$ cat src/rtl/irq_pkg.sv
package irq_pkg;

  // Decoded CSR access strobes, passed from the control to the datapath.
  typedef struct packed {
    logic selEnable;
    logic selPending;
    logic selLowest;
    logic wrEnable;
  } csrStrobe_t;

endpackage

$ cat src/rtl/irq_ctrl.sv
module irq_ctrl
  import irq_pkg::*;
#(
  parameter int ADDR_W      = 12,
  parameter logic [ADDR_W-1:0] ENABLE_ADDR  = 12'hBE0,
  parameter logic [ADDR_W-1:0] PENDING_ADDR = 12'hFE0,
  parameter logic [ADDR_W-1:0] LOWEST_ADDR  = 12'hFE4
) (
  input  logic              clk,
  input  logic              rstN,
  input  logic [ADDR_W-1:0] csrAddr,
  input  logic              csrWrEn,
  input  logic              globalIe,
  input  logic              extIe,
  input  logic              extPending,
  output csrStrobe_t        strb,
  output logic              irqTake
);

  // Address decode. Reserved and unmapped addresses select nothing,
  // so reads there return zero and writes there are dropped.
  always_comb begin
    strb            = '0;
    strb.selEnable  = (csrAddr == ENABLE_ADDR);
    strb.selPending = (csrAddr == PENDING_ADDR);
    strb.selLowest  = (csrAddr == LOWEST_ADDR);
    // Only the enable CSR accepts writes.
    strb.wrEnable   = csrWrEn && strb.selEnable;
  end

  // Take request: filtered flag gated by both global enables.
  assign irqTake = extPending && globalIe && extIe;

  // at most one CSR is selected at a time.
  p_sel_onehot_r8: assert property (@(posedge clk) disable iff (!rstN)
    $onehot0({strb.selEnable, strb.selPending, strb.selLowest}));

  // a write strobe reaches the datapath only for the enable CSR.
  p_wr_only_enable_r9: assert property (@(posedge clk) disable iff (!rstN)
    strb.wrEnable |-> (csrAddr == ENABLE_ADDR));

endmodule

$ cat src/rtl/irq_datapath.sv
module irq_datapath
  import irq_pkg::*;
#(
  parameter int NUM_IRQ     = 32,
  parameter int DATA_W      = 32,
  parameter int SYNC_STAGES = 2,
  localparam int IDX_W      = (NUM_IRQ > 1) ? $clog2(NUM_IRQ) : 1
) (
  input  logic               clk,
  input  logic               rstN,
  input  logic [NUM_IRQ-1:0] irqIn,
  input  csrStrobe_t         strb,
  input  logic [DATA_W-1:0]  csrWrData,
  output logic [DATA_W-1:0]  csrRdData,
  output logic               extPending,
  output logic [IDX_W-1:0]   lowestIdx
);

  logic [NUM_IRQ-1:0] syncQ [SYNC_STAGES];
  logic [NUM_IRQ-1:0] pendQ;
  logic [NUM_IRQ-1:0] enQ;
  logic [NUM_IRQ-1:0] activeVec;

  // Synchronizer chain. Its last stage is the pending register.
  always_ff @(posedge clk or negedge rstN) begin
    if (!rstN) syncQ[0] <= '0;
    else       syncQ[0] <= irqIn;
  end

  for (genvar k = 1; k < SYNC_STAGES; k++) begin : g_sync
    always_ff @(posedge clk or negedge rstN) begin
      if (!rstN) syncQ[k] <= '0;
      else       syncQ[k] <= syncQ[k-1];
    end
  end

  assign pendQ = syncQ[SYNC_STAGES-1];

  // Enable bank: resets to all ones, so software that only uses the
  // global enables still sees every line.
  always_ff @(posedge clk or negedge rstN) begin
    if (!rstN)             enQ <= '1;
    else if (strb.wrEnable) enQ <= csrWrData[NUM_IRQ-1:0];
  end

  assign activeVec  = pendQ & enQ;
  assign extPending = |activeVec;

  // LSB-first priority encode of the active lines.
  always_comb begin
    logic found;
    found     = 1'b0;
    lowestIdx = '0;
    for (int i = 0; i < NUM_IRQ; i++) begin
      if (!found && activeVec[i]) begin
        lowestIdx = IDX_W'(i);
        found     = 1'b1;
      end
    end
  end

  // Read mux. Unselected addresses read zero.
  always_comb begin
    csrRdData = '0;
    if (strb.selEnable)       csrRdData[NUM_IRQ-1:0] = enQ;
    else if (strb.selPending) csrRdData[NUM_IRQ-1:0] = pendQ;
    else if (strb.selLowest)  csrRdData[IDX_W-1:0]   = lowestIdx;
  end

  // a write strobe lands its data in the enable bank at the edge.
  p_en_write_r2: assert property (@(posedge clk) disable iff (!rstN)
    strb.wrEnable |=> (enQ == $past(csrWrData[NUM_IRQ-1:0])));

  // without a write strobe, the enable bank holds its value.
  p_en_hold_r9: assert property (@(posedge clk) disable iff (!rstN)
    !strb.wrEnable |=> $stable(enQ));

  // when the flag is up, the reported index is a pending, enabled line.
  p_winner_valid_r5: assert property (@(posedge clk) disable iff (!rstN)
    extPending |-> (pendQ[lowestIdx] && enQ[lowestIdx]));

  // with nothing active, the index is zero.
  p_idle_zero_r6: assert property (@(posedge clk) disable iff (!rstN)
    !extPending |-> (lowestIdx == '0));

endmodule

$ cat src/rtl/irq_unit.sv
module irq_unit
  import irq_pkg::*;
#(
  parameter int NUM_IRQ     = 32,
  parameter int DATA_W      = 32,
  parameter int ADDR_W      = 12,
  parameter int SYNC_STAGES = 2,
  localparam int IDX_W      = (NUM_IRQ > 1) ? $clog2(NUM_IRQ) : 1
) (
  input  logic               clk,
  input  logic               rstN,
  input  logic [NUM_IRQ-1:0] irqIn,
  input  logic [ADDR_W-1:0]  csrAddr,
  input  logic               csrWrEn,
  input  logic [DATA_W-1:0]  csrWrData,
  output logic [DATA_W-1:0]  csrRdData,
  input  logic               globalIe,
  input  logic               extIe,
  output logic               extPending,
  output logic [IDX_W-1:0]   lowestIdx,
  output logic               irqTake
);

  csrStrobe_t strb;

  irq_ctrl #(
    .ADDR_W (ADDR_W)
  ) u_ctrl (
    .clk        (clk),
    .rstN       (rstN),
    .csrAddr    (csrAddr),
    .csrWrEn    (csrWrEn),
    .globalIe   (globalIe),
    .extIe      (extIe),
    .extPending (extPending),
    .strb       (strb),
    .irqTake    (irqTake)
  );

  irq_datapath #(
    .NUM_IRQ     (NUM_IRQ),
    .DATA_W      (DATA_W),
    .SYNC_STAGES (SYNC_STAGES)
  ) u_dp (
    .clk        (clk),
    .rstN       (rstN),
    .irqIn      (irqIn),
    .strb       (strb),
    .csrWrData  (csrWrData),
    .csrRdData  (csrRdData),
    .extPending (extPending),
    .lowestIdx  (lowestIdx)
  );

  // a take request never appears without the filtered flag.
  p_take_gate_r7: assert property (@(posedge clk) disable iff (!rstN)
    irqTake |-> extPending);

endmodule

$ cat config.mk
export PLATFORM = sky130hd
export DESIGN_NAME = irq_unit
export DESIGN_NICKNAME = d
export VERILOG_FILES = /design/src/rtl/irq_pkg.sv /design/src/rtl/irq_ctrl.sv /design/src/rtl/irq_datapath.sv /design/src/rtl/irq_unit.sv
export SDC_FILE = /design/constraint.sdc
export NUM_CORES = 1
export LEC_CHECK = 0
export ABC_AREA = 1
export BUFFER_PORTS_ARGS = -buffer_cell sky130_fd_sc_hd__buf_2
export CAP_MARGIN = 20
export CELL_PAD_IN_SITES_DETAIL_PLACEMENT = 0
export CELL_PAD_IN_SITES_GLOBAL_PLACEMENT = 2
export CORE_MARGIN = 8
export CORE_UTILIZATION = 29
export CTS_CLUSTER_SIZE = 16
export DETAILED_ROUTE_END_ITERATION = 16
export HOLD_SLACK_MARGIN = 0.02
export PLACE_DENSITY_LB_ADDON = 0.1
export SYNTH_ARGS = -nofsm -noshare
export SYNTH_HDL_FRONTEND = slang
export SYNTH_SLANG_ARGS = --single-unit
$ cat constraint.sdc
create_clock -name clk -period 1.4 [get_ports clk]
set_clock_uncertainty 0.05 [all_clocks]
set_input_delay 0 -clock clk [delete_from_list [all_inputs] [get_ports clk]]
set_output_delay 0 -clock clk [all_outputs]
set_load 0.01 [all_outputs]
==> out/qor.csv <==
metric,value,unit
pwr-share-seq,50.0,%
grt_overflow,0,
synthToLayoutAreaGrowth,65.0,%
clk_pin_slew_worst_paths,0.06,ns
rrSetupSlack,0.49,ns
yosys_warnings,0,
vias,3465,
cts_sinks,96,
initial_core_util,29.3,%
dpl.cell_count,716,
cp_max_fo,6,
synth.avg_cell_area,11.7,sq um
cts_tree,built,
fp-row-count,43,
final_cell_mix,"buf_2, buf_4, dlygate4sd3_1",
ios,120,
p_sw,0.00124,W
crit_path_end,csrRdData[3],
grt_pass1_wl,19500,um
r2r-end,u_dp.enQ[4],
drv_cap,0,
worst_slack,-0.851,ns
nNetsFinal,699,
setup_violations,12,
grt_antenna_before_repair,0,
drt-pass1-iter-count,4,
reg2regPathDepth,2,
worst_pin_slew,0.492,ns
core,13800,sq um
routed_wl,11700,um
status,"finished, violations left",
swShare,21.2,%
intPower,0.00460,W
power_per_cell_area,876,nW/um^2
post-route-util,48.4,%
max_stage_delay,0.39,ns
crit_slowest_cell,dfrtp_1,
dp_hpwl,8770,um
cts_buffer_depth,2,
endpoint_kind,output pin,
drv_slew,0,
worst-path-stages,12,
clk_latency,0.34,ns
cts-root-buf,clkbuf_16,
die_w,134,um
hold_class,in2reg,
multiInputGateArea,1570,sq um
drive_gt1_share,53.5,%
grt_pass1_vias,3907,
placed_area,5490,sq um
ys_seq_elements,96,
regArea,2440,sq um
finalPower,0.00584,W
crit_arrival,2.20,ns
min_period,2.25,ns
period_share,161,%
rsz0062_at_grt,true,
ys_seq_area_share,60.4,%
syn_nets,427,
syn-instance-count,346,
cp.required,1.35,ns
layout_commonest_cell,buf_2,
cp-startpoint,u_dp.pendQ[3],
violations,negative setup slack,
numCtsBuffers,9,
postRouteAntennaNets,0,
critical_path.top_delay_family,simple AND/OR/NAND/NOR gates,
fillers,1318,
max_freq,444,MHz
crit_chain,nand2_1 > nand2_2 > nor2_4 > nand2_4 > nor2_8 > nand3_4 > nor2_4 > nand2_2 > o2111ai_4 > nand2_1 > a21oi_2 > buf_2,
final-hold-violation-count,0,
crit_type,reg2out,
crit_path_start_kind,flop,
ir_drop,0.691,mV
portBuffers,119,
gp_congestion,0.791,
diodes,0,
route.detailed.drc,0,
layout.cells.non_filler,803,
grt_max_degree,97,
die_area,18000,sq um
p_leak,3.42,nW
final_area,6670,sq um
clkPwrFrac,42.0,%
synth_cell_type_count,39,
cts.htree.levels,3,
crit_buf_inv,1,
syn_area,4040,sq um
dr.first_iter.drc_count,128,
pwr-share-comb,8.0,%
fp.dieH,134,um
fin_hold_ws,0.181,ns
grt_use_total,13.9,%
vias_per_cell,4.32,
relSlewSlack,67.2,%
worstReg2RegStart,u_dp.enQ[4],
wl_per_cell,14.6,um
[worst min path at each step]
stage | from | endpoint | slack (ns) | depth (start not counted)
6_report | csrWrEn | u_dp.enQ[30] | 0.18 | 4
5_1_grt | csrWrEn | u_dp.enQ[27] | 0.21 | 4
4_1_cts | csrWrEn | u_dp.enQ[30] | 0.18 | 4
3_5_place_dp | rstN | u_dp.pendQ[26] | 0.04 | 2
3_3_place_gp | rstN | u_dp.syncQ[55] | 0.04 | 2
2_1_floorplan | rstN | u_dp.pendQ[0] | -0.35 | 0
[flip-flops by register name, summed over array words and instances (netlist names)]
register,flops
u_dp.syncQ,32
u_dp.pendQ,32
u_dp.enQ,32
[stage by stage]
| step | worst slack [ns] | TNS [ns] |
|---|---|---|
| CTS | -0.914 | -9.74 |
| floorplan | -0.246 | -1.23 |
| global placement | -0.539 | -16.63 |
| global route | -1.04 | -11.30 |
| finish | -0.851 | -9.06 |
| detailed placement | -0.562 | -18.21 |
[per-layer routing]
metal | global-route usage (%) | vias to the layer above | part of all wire (%) | wire length (um)
met1 | 16.3 | 1646 | 43 | 5090
li1 | - | 1732 | - | -
met5 | 0 | - | 0 | 0
met2 | 23.5 | 74 | 50 | 5860
met3 | 3.93 | 13 | 5.1 | 593
met4 | 5.86 | 0 | 1.8 | 206
[cell usage after synthesis (all sizes together)]
| cell type | n | share of area (%) |
|---|---|---|
| o2111ai | 2 | 0.43 |
| a211oi | 1 | 0.19 |
| o31ai | 1 | 0.19 |
| dfrtp | 64 | 40 |
| buf | 3 | 0.84 |
| o21ai | 4 | 0.59 |
| nand2 | 76 | 8.0 |
| nor3 | 6 | 1.1 |
| o211ai | 1 | 0.19 |
| dfstp | 32 | 21 |
| nor3b | 2 | 0.50 |
| mux2 | 32 | 8.9 |
| inv | 24 | 2.4 |
| clkbuf | 6 | 0.56 |
| a41oi | 1 | 0.22 |
| a21oi | 11 | 1.5 |
| nand4 | 7 | 1.2 |
| and3b | 1 | 0.22 |
| nand3 | 16 | 2.5 |
| a31oi | 3 | 0.46 |
| nor4 | 1 | 0.15 |
| a22o | 27 | 5.9 |
| nor2 | 24 | 3.3 |
| and2 | 1 | 0.15 |
[kinds of logic (layout without fill, tap and decap cells)]
kind of cell	after synthesis	in the layout	share of synthesized area, %
AO/OA/AOI/OAI	51	51	9.66
buffers and inverters	33	310	3.75
flip-flops	96	96	60.4
multiplexers	32	32	8.92
AND/OR/NAND/NOR	134	134	17.2
[power by group through the flow]
stage               clock [W]  sequential, W  combinational, W
finish                0.00245        0.00292          0.000467
global route          0.00267        0.00293          0.000520
CTS                   0.00257        0.00292          0.000472
detailed placement          0        0.00297          0.000310
global placement            0        0.00296          0.000306
floorplan                   0        0.00296         0.0000632
[cell type report]
cell class                      instances  share of cell area (%)
Clock buffer                           12                    3.70
Clock inverter                          4                   0.770
Inverter                               24                    1.46
Multi-Input combinational cell        217                    23.5
Sequential cell                        96                    36.6
Tap cell                              180                    3.38
Timing Repair Buffer                  270                    30.5
[timing repair]
item	CTS	global route
hold buffers	65	0
resized for setup	29	18
setup buffers	5	1
setup endpoints to repair	39	39
pin swaps	12	16
endpoints found under the hold margin	158	0
[worst reg2reg max path: stages (launching register included)]
cell and delay (ns):
dfstp_2 0.37, buf_4 0.12, mux2_1 0.29
No activity file was read; power rests on OpenSTA's default activity.
